File: config.mk
export PLATFORM = sky130hd
export DESIGN_NAME = pio_hs_port
export DESIGN_NICKNAME = d
export VERILOG_FILES = /design/src/rtl/pio_pkg.sv /design/src/rtl/pio_edge_sync.sv /design/src/rtl/pio_in_fsm.sv /design/src/rtl/pio_out_fsm.sv /design/src/rtl/pio_hs_port.sv
export SDC_FILE = /design/constraint.sdc
export NUM_CORES = 1
export LEC_CHECK = 0
export BUFFER_PORTS_ARGS = -buffer_cell sky130_fd_sc_hd__buf_4
export CAP_MARGIN = 10
export CORE_ASPECT_RATIO = 1.75
export CORE_MARGIN = 10
export CORE_UTILIZATION = 55
export CTS_BUF_LIST = sky130_fd_sc_hd__clkbuf_8
export CTS_CLUSTER_SIZE = 28
export DETAILED_ROUTE_END_ITERATION = 16
export GPL_ROUTABILITY_DRIVEN = 0
export GPL_TIMING_DRIVEN = 0
export PLACE_DENSITY = 0.89
export SETUP_SLACK_MARGIN = 0.4
export SYNTH_ARGS = -nofsm -noshare
export SYNTH_HDL_FRONTEND = slang
export SYNTH_SLANG_ARGS = --single-unit
File: constraint.sdc
create_clock -name clk -period 3.1 [get_ports clk]
set_input_delay 0.31 -clock clk [delete_from_list [all_inputs] [get_ports clk]]
set_output_delay 0.31 -clock clk [all_outputs]
set_load 0.005 [all_outputs]
File: src/rtl/pio_pkg.sv
package pio_pkg;
    localparam int unsigned ADDR_W   = 3;
    localparam logic [ADDR_W-1:0] OFS_CMD  = 3'd0;
    localparam logic [ADDR_W-1:0] OFS_STAT = 3'd1;
    localparam logic [ADDR_W-1:0] OFS_DIR  = 3'd2;
    localparam logic [ADDR_W-1:0] OFS_IBUF = 3'd3;
    localparam logic [ADDR_W-1:0] OFS_OBUF = 3'd4;

    localparam int unsigned CMD_IEN  = 2;
    localparam int unsigned CMD_IRQE = 3;

    typedef enum logic [1:0] {
        MODE_IDLE = 2'b00,
        MODE_HAND = 2'b01,
        MODE_SWA  = 2'b10,
        MODE_SWB  = 2'b11
    } mode_e;

    typedef enum logic {
        IN_EMPTY = 1'b0,
        IN_FULL  = 1'b1
    } in_state_e;

    typedef enum logic {
        OUT_EMPTY = 1'b0,
        OUT_FULL  = 1'b1
    } out_state_e;
endpackage

File: src/rtl/pio_edge_sync.sv
module pio_edge_sync #(
    parameter int unsigned SYNC_STAGES = 2,
    parameter logic        IDLE_LVL    = 1'b1
) (
    input  logic clk,
    input  logic rst_n,
    input  logic din,
    output logic rise
);
    localparam int unsigned CHAIN_W = SYNC_STAGES + 1;

    logic [CHAIN_W-1:0] chain_q;

    always_ff @(posedge clk or negedge rst_n) begin
        if (!rst_n) chain_q <= {CHAIN_W{IDLE_LVL}};
        else        chain_q <= {chain_q[CHAIN_W-2:0], din};
    end

    assign rise = chain_q[CHAIN_W-2] & ~chain_q[CHAIN_W-1];
endmodule

File: src/rtl/pio_in_fsm.sv
module pio_in_fsm #(
    parameter int unsigned DATA_W = 8
) (
    input  logic              clk,
    input  logic              rst_n,
    input  logic              accept,
    input  logic              strobe_rise,
    input  logic              release_req,
    input  logic [DATA_W-1:0] pins,
    output logic              full,
    output logic [DATA_W-1:0] data
);
    import pio_pkg::*;

    in_state_e state_q, state_d;
    logic      capture;

    always_ff @(posedge clk or negedge rst_n) begin
        if (!rst_n) state_q <= IN_EMPTY;
        else        state_q <= state_d;
    end

    always_comb begin
        state_d = state_q;
        capture = 1'b0;
        unique case (state_q)
            IN_EMPTY: if (accept && strobe_rise) begin
                state_d = IN_FULL;
                capture = 1'b1;
            end
            IN_FULL:  if (release_req) state_d = IN_EMPTY;
            default:  state_d = IN_EMPTY;
        endcase
    end

    always_ff @(posedge clk or negedge rst_n) begin
        if (!rst_n)       data <= '0;
        else if (capture) data <= pins;
    end

    assign full = (state_q == IN_FULL);
endmodule

File: src/rtl/pio_out_fsm.sv
module pio_out_fsm (
    input  logic clk,
    input  logic rst_n,
    input  logic load,
    input  logic ack_rise,
    output logic full
);
    import pio_pkg::*;

    out_state_e state_q, state_d;

    always_ff @(posedge clk or negedge rst_n) begin
        if (!rst_n) state_q <= OUT_EMPTY;
        else        state_q <= state_d;
    end

    always_comb begin
        state_d = state_q;
        unique case (state_q)
            OUT_EMPTY: if (load) state_d = OUT_FULL;
            OUT_FULL:  if (ack_rise && !load) state_d = OUT_EMPTY;
            default:   state_d = OUT_EMPTY;
        endcase
    end

    assign full = (state_q == OUT_FULL);
endmodule

File: src/rtl/pio_hs_port.sv
module pio_hs_port #(
    parameter int unsigned DATA_W      = 8,
    parameter int unsigned SYNC_STAGES = 2
) (
    input  logic                       clk,
    input  logic                       rst_n,
    input  logic                       bus_sel,
    input  logic                       bus_wr,
    input  logic [pio_pkg::ADDR_W-1:0] bus_addr,
    input  logic [DATA_W-1:0]          bus_wdata,
    output logic [DATA_W-1:0]          bus_rdata,
    input  logic [DATA_W-1:0]          pin_in,
    output logic [DATA_W-1:0]          pin_out,
    output logic [DATA_W-1:0]          pin_oe,
    input  logic                       strobe_n,
    input  logic                       ack_n,
    output logic                       in_full,
    output logic                       out_full,
    output logic                       irq
);
    import pio_pkg::*;

    localparam int unsigned STAT_PAD = DATA_W - 2;

    logic [DATA_W-1:0] cmd_q, dir_q, obuf_q, ibuf;
    mode_e             mode;
    logic              wr_cmd, wr_stat, wr_dir, wr_obuf;
    logic              stb_rise, ack_rise, sw_mode, hs_mode;

    assign wr_cmd  = bus_sel && bus_wr && (bus_addr == OFS_CMD);
    assign wr_stat = bus_sel && bus_wr && (bus_addr == OFS_STAT);
    assign wr_dir  = bus_sel && bus_wr && (bus_addr == OFS_DIR);
    assign wr_obuf = bus_sel && bus_wr && (bus_addr == OFS_OBUF);

    assign mode    = mode_e'(cmd_q[1:0]);
    assign sw_mode = (mode == MODE_SWA) || (mode == MODE_SWB);
    assign hs_mode = (mode == MODE_HAND);

    always_ff @(posedge clk or negedge rst_n) begin
        if (!rst_n) begin
            cmd_q  <= '0;
            dir_q  <= '0;
            obuf_q <= '0;
        end else begin
            if (wr_cmd)  cmd_q  <= bus_wdata;
            if (wr_dir)  dir_q  <= bus_wdata;
            if (wr_obuf) obuf_q <= bus_wdata;
        end
    end

    pio_edge_sync #(.SYNC_STAGES(SYNC_STAGES), .IDLE_LVL(1'b1)) i_stb_sync (
        .clk(clk), .rst_n(rst_n), .din(strobe_n), .rise(stb_rise)
    );

    pio_edge_sync #(.SYNC_STAGES(SYNC_STAGES), .IDLE_LVL(1'b1)) i_ack_sync (
        .clk(clk), .rst_n(rst_n), .din(ack_n), .rise(ack_rise)
    );

    pio_in_fsm #(.DATA_W(DATA_W)) i_in_fsm (
        .clk(clk), .rst_n(rst_n),
        .accept(hs_mode && cmd_q[CMD_IEN]),
        .strobe_rise(stb_rise),
        .release_req(wr_stat && !bus_wdata[0]),
        .pins(pin_in),
        .full(in_full),
        .data(ibuf)
    );

    pio_out_fsm i_out_fsm (
        .clk(clk), .rst_n(rst_n),
        .load(wr_obuf && hs_mode),
        .ack_rise(ack_rise),
        .full(out_full)
    );

    assign irq     = in_full && cmd_q[CMD_IRQE];
    assign pin_out = obuf_q;
    assign pin_oe  = dir_q;

    always_comb begin
        unique case (bus_addr)
            OFS_CMD:  bus_rdata = cmd_q;
            OFS_STAT: bus_rdata = {{STAT_PAD{1'b0}}, out_full, in_full};
            OFS_DIR:  bus_rdata = dir_q;
            OFS_IBUF: bus_rdata = sw_mode ? pin_in : ibuf;
            OFS_OBUF: bus_rdata = obuf_q;
            default:  bus_rdata = '0;
        endcase
    end
endmodule

==> results_dict.tcl <==
set metrics [dict create \
    power.leakage_uw 0.00115 \
    cts_root_buffer "clkbuf_8" \
    synth_compound_area_share_pct 6.30 \
    htreeDepth 2 \
    synth_area_leaders "dfrtp_1 (45%), mux2_2 (18%), dfstp_2 (8.4%)" \
    tritoncts "done" \
    async_flop_share_pct 100 \
    drt_first_pass_iters 4 \
    crit_buf_inv 2 \
    worst_pin_slew_ps 1080 \
    ys_ff_latch 40 \
    synthDominantCellAreaShare_pct 45.1 \
    syn_inst 136 \
    grt_max_degree 41 \
    die_w_microns 64.3 \
    clock_latency_ps 300 \
    critPathTopFamily "buffers and inverters" \
    synth_top_family_by_area "multiplexers" \
    grt_usage_pct 15.6 \
    start_kind "flop" \
    yosys.area_share.adder_pct 0 \
    path_cells "clkbuf_1, mux2_2, mux2i_1, o22ai_1, buf_4" \
    io_buffers 50 \
    grt_overflow 0 \
    num_vias 1365 \
    initial_core_util_pct 56.7 \
    worst-setup-path-type "flop to output pin" \
    core_area_sq_um 3330 \
    arrival_ps 1960 \
    power_density_nw_per_um2 583 \
    drt-vias-per-instance 5.69 \
    antenna_found_initial 0 \
    fmax_ghz 0.441 \
    skew_ps 9.61 \
    cp-end-kind "output pin" \
    drc 0 \
    slew_headroom_pct 27.7 \
    place_ws_ps 1100 \
    drive_gt1_share_pct 54.4 \
    dp_hpwl_mm 3.47 \
    synth_largest_area_cell "dfrtp_1" \
    grt_first_pass_wirelength_mm 7.61 \
    synth_ff_type "dfrtp_1" \
    fin_setup_tns_ps 0 \
    hold_viol_final 0 \
    ys_seq_area_share_pct 53.5 \
    crit_fanout 10 \
    syn2layout_area_growth_pct 28.2 \
    cpMaxStageDelayCell "clkbuf_1" \
    wl_per_cell_microns 19.5 \
    period_needed_ps 2270 \
    yosysWarnings 0 \
    outcome "finished, final reports clean" \
    dp_cells 231 \
    grt_pass1_vias 1541 \
    finalMaxSlewViolations 0 \
    cts_buffer_depth 2 \
    final_cells 240 \
    synth.area.mux_share_pct 31.7 \
    antenna_left 0 \
    pin_count 52 \
    die_y_microns 97.5 \
    cpPeakStageDelay_ps 470 \
    numCtsBuffers 5 \
    setup_viol 0 \
    diodes 0 \
    wirelength_mm 4.69 \
    drt_iter0_markers 23 \
    synth_edf_count 0 \
    cts.sinks 40 \
    syn-cell-area_sq_um 1890 \
    rsz0062_at_grt "no" \
    design.die.area_sq_um 6260 \
    fin_crit_sh_pct 73.2 \
    rows 28 \
    clkTransAtPathRegs_ps 70 \
    synthMostInstantiatedCell "dfrtp_1" \
    fin_nets 219 \
    syn_nets 161 \
    peakVddDrop_mv 0.354 \
    synth_simple_gate_area_share_pct 5.57 \
    required_ps 2790 \
    setup_slack_ps 832 \
    min_path_type "input pin to flop" \
    ctsResizeCount 0 \
    synth_common_cells "dfrtp_1 (34), mux2_2 (30), mux2i_1 (14)" \
    synth.distinct_cells 27 \
    cap_viol_max_count 0 \
    synth.avg_cell_area_sq_um 13.9 \
    synth-xor-area-share_pct 0 \
    fillerInstances 251 \
]
==> worst register-to-register path, stage by stage, from the launching register on <==
cell,delay (ps)
dfrtp_1,390
nand2b_1,170
or4_1,490
buf_2,220
mux2_2,300
==> per-layer routing <==
metal,global-route usage [%],wire length [microns],vias to the layer above
met3,6.58,367,11
met1,16.0,1730,697
met5,0,0,-
li1,-,-,613
met4,9.27,116,0
met2,25.4,2470,44
==> where the power goes <==
part           leakage, uW  internal (uW)  switching (uW)
sequential        0.000476            612            69.0
combinational     0.000623            235             143
clock            0.0000538            175             176
total              0.00115           1020             388
==> cell families (layout without fill, tap and decap cells) <==
| kind of cell | after synthesis | count (layout) |
|---|---|---|
| DFF | 40 | 40 |
| and+or+nand+nor | 17 | 17 |
| AOI/OAI and AO/OA | 17 | 17 |
| buffers and inverters | 10 | 69 |
| muxes | 52 | 52 |
==> state kept, by name, summed over array words and instances (netlist names) <==
signal,count
cmd_q,8
i_in_fsm.data,8
pin_oe,8
pin_out,8
i_ack_sync.chain_q,3
i_stb_sync.chain_q,3
i_in_fsm.full,1
i_out_fsm.full,1
==> path summary, 6_finish.rpt <==
check	start	end	slack (ps)	depth (start not counted)
worst max-delay path	cmd_q[1]	bus_rdata[3]	830	5
worst min-delay path	strobe_n	i_stb_sync.chain_q[0]	120	1
worst max register to register	cmd_q[1]	i_in_fsm.data[1]	1430	4
worst min register to register	i_stb_sync.chain_q[0]	i_stb_sync.chain_q[1]	360	0
max in group asynchronous	rst_n	i_stb_sync.chain_q[2]	2210	2
min in group asynchronous	rst_n	pin_out[1]	520	2
==> through the flow <==
stage / util [%] / hold slack (ps) / total power, uW / area [sq um]
2_1_floorplan: - / 14.4 / 865 / 1890
3_3_place_gp: 69.6 / 295 / 1050 / 2320
3_5_place_dp: 69.6 / 309 / 1070 / 2320
4_1_cts: 72.6 / 112 / 1420 / 2420
5_1_grt: 72.6 / 97.1 / 1490 / 2420
6_report: 72.6 / 120 / 1410 / 2420
==> placed cells by master (no fill, tap or decap), types with 3 or more instances in the layout <==
cell / n
nand2b_1: 3
clkbuf_1: 3
clkbuf_8: 6
dfrtp_1: 34
mux2_4: 8
o22ai_1: 6
nand2_1: 4
inv_1: 4
mux2_2: 30
dfstp_2: 6
mux2i_1: 14
buf_4: 50
==> area by class of cell <==
cell class | instances | area [sq um] | area share, %
well taps | 45 | 56.3 | 2.33
flip-flops and latches | 40 | 1010 | 41.7
inverters | 2 | 7.51 | 0.311
multi-input cells | 86 | 822 | 34.0
clock buffers | 6 | 82.6 | 3.42
clock inverters | 2 | 7.51 | 0.311
plain buffers | 8 | 47.5 | 1.97
repair buffers | 51 | 385 | 15.9
==> what timing repair did <==
action                    CTS  global route
hold buffers                1             0
setup buffers               0             0
hold endpoints to repair   34             0
Note: power is estimated with default switching activity, not from simulation.
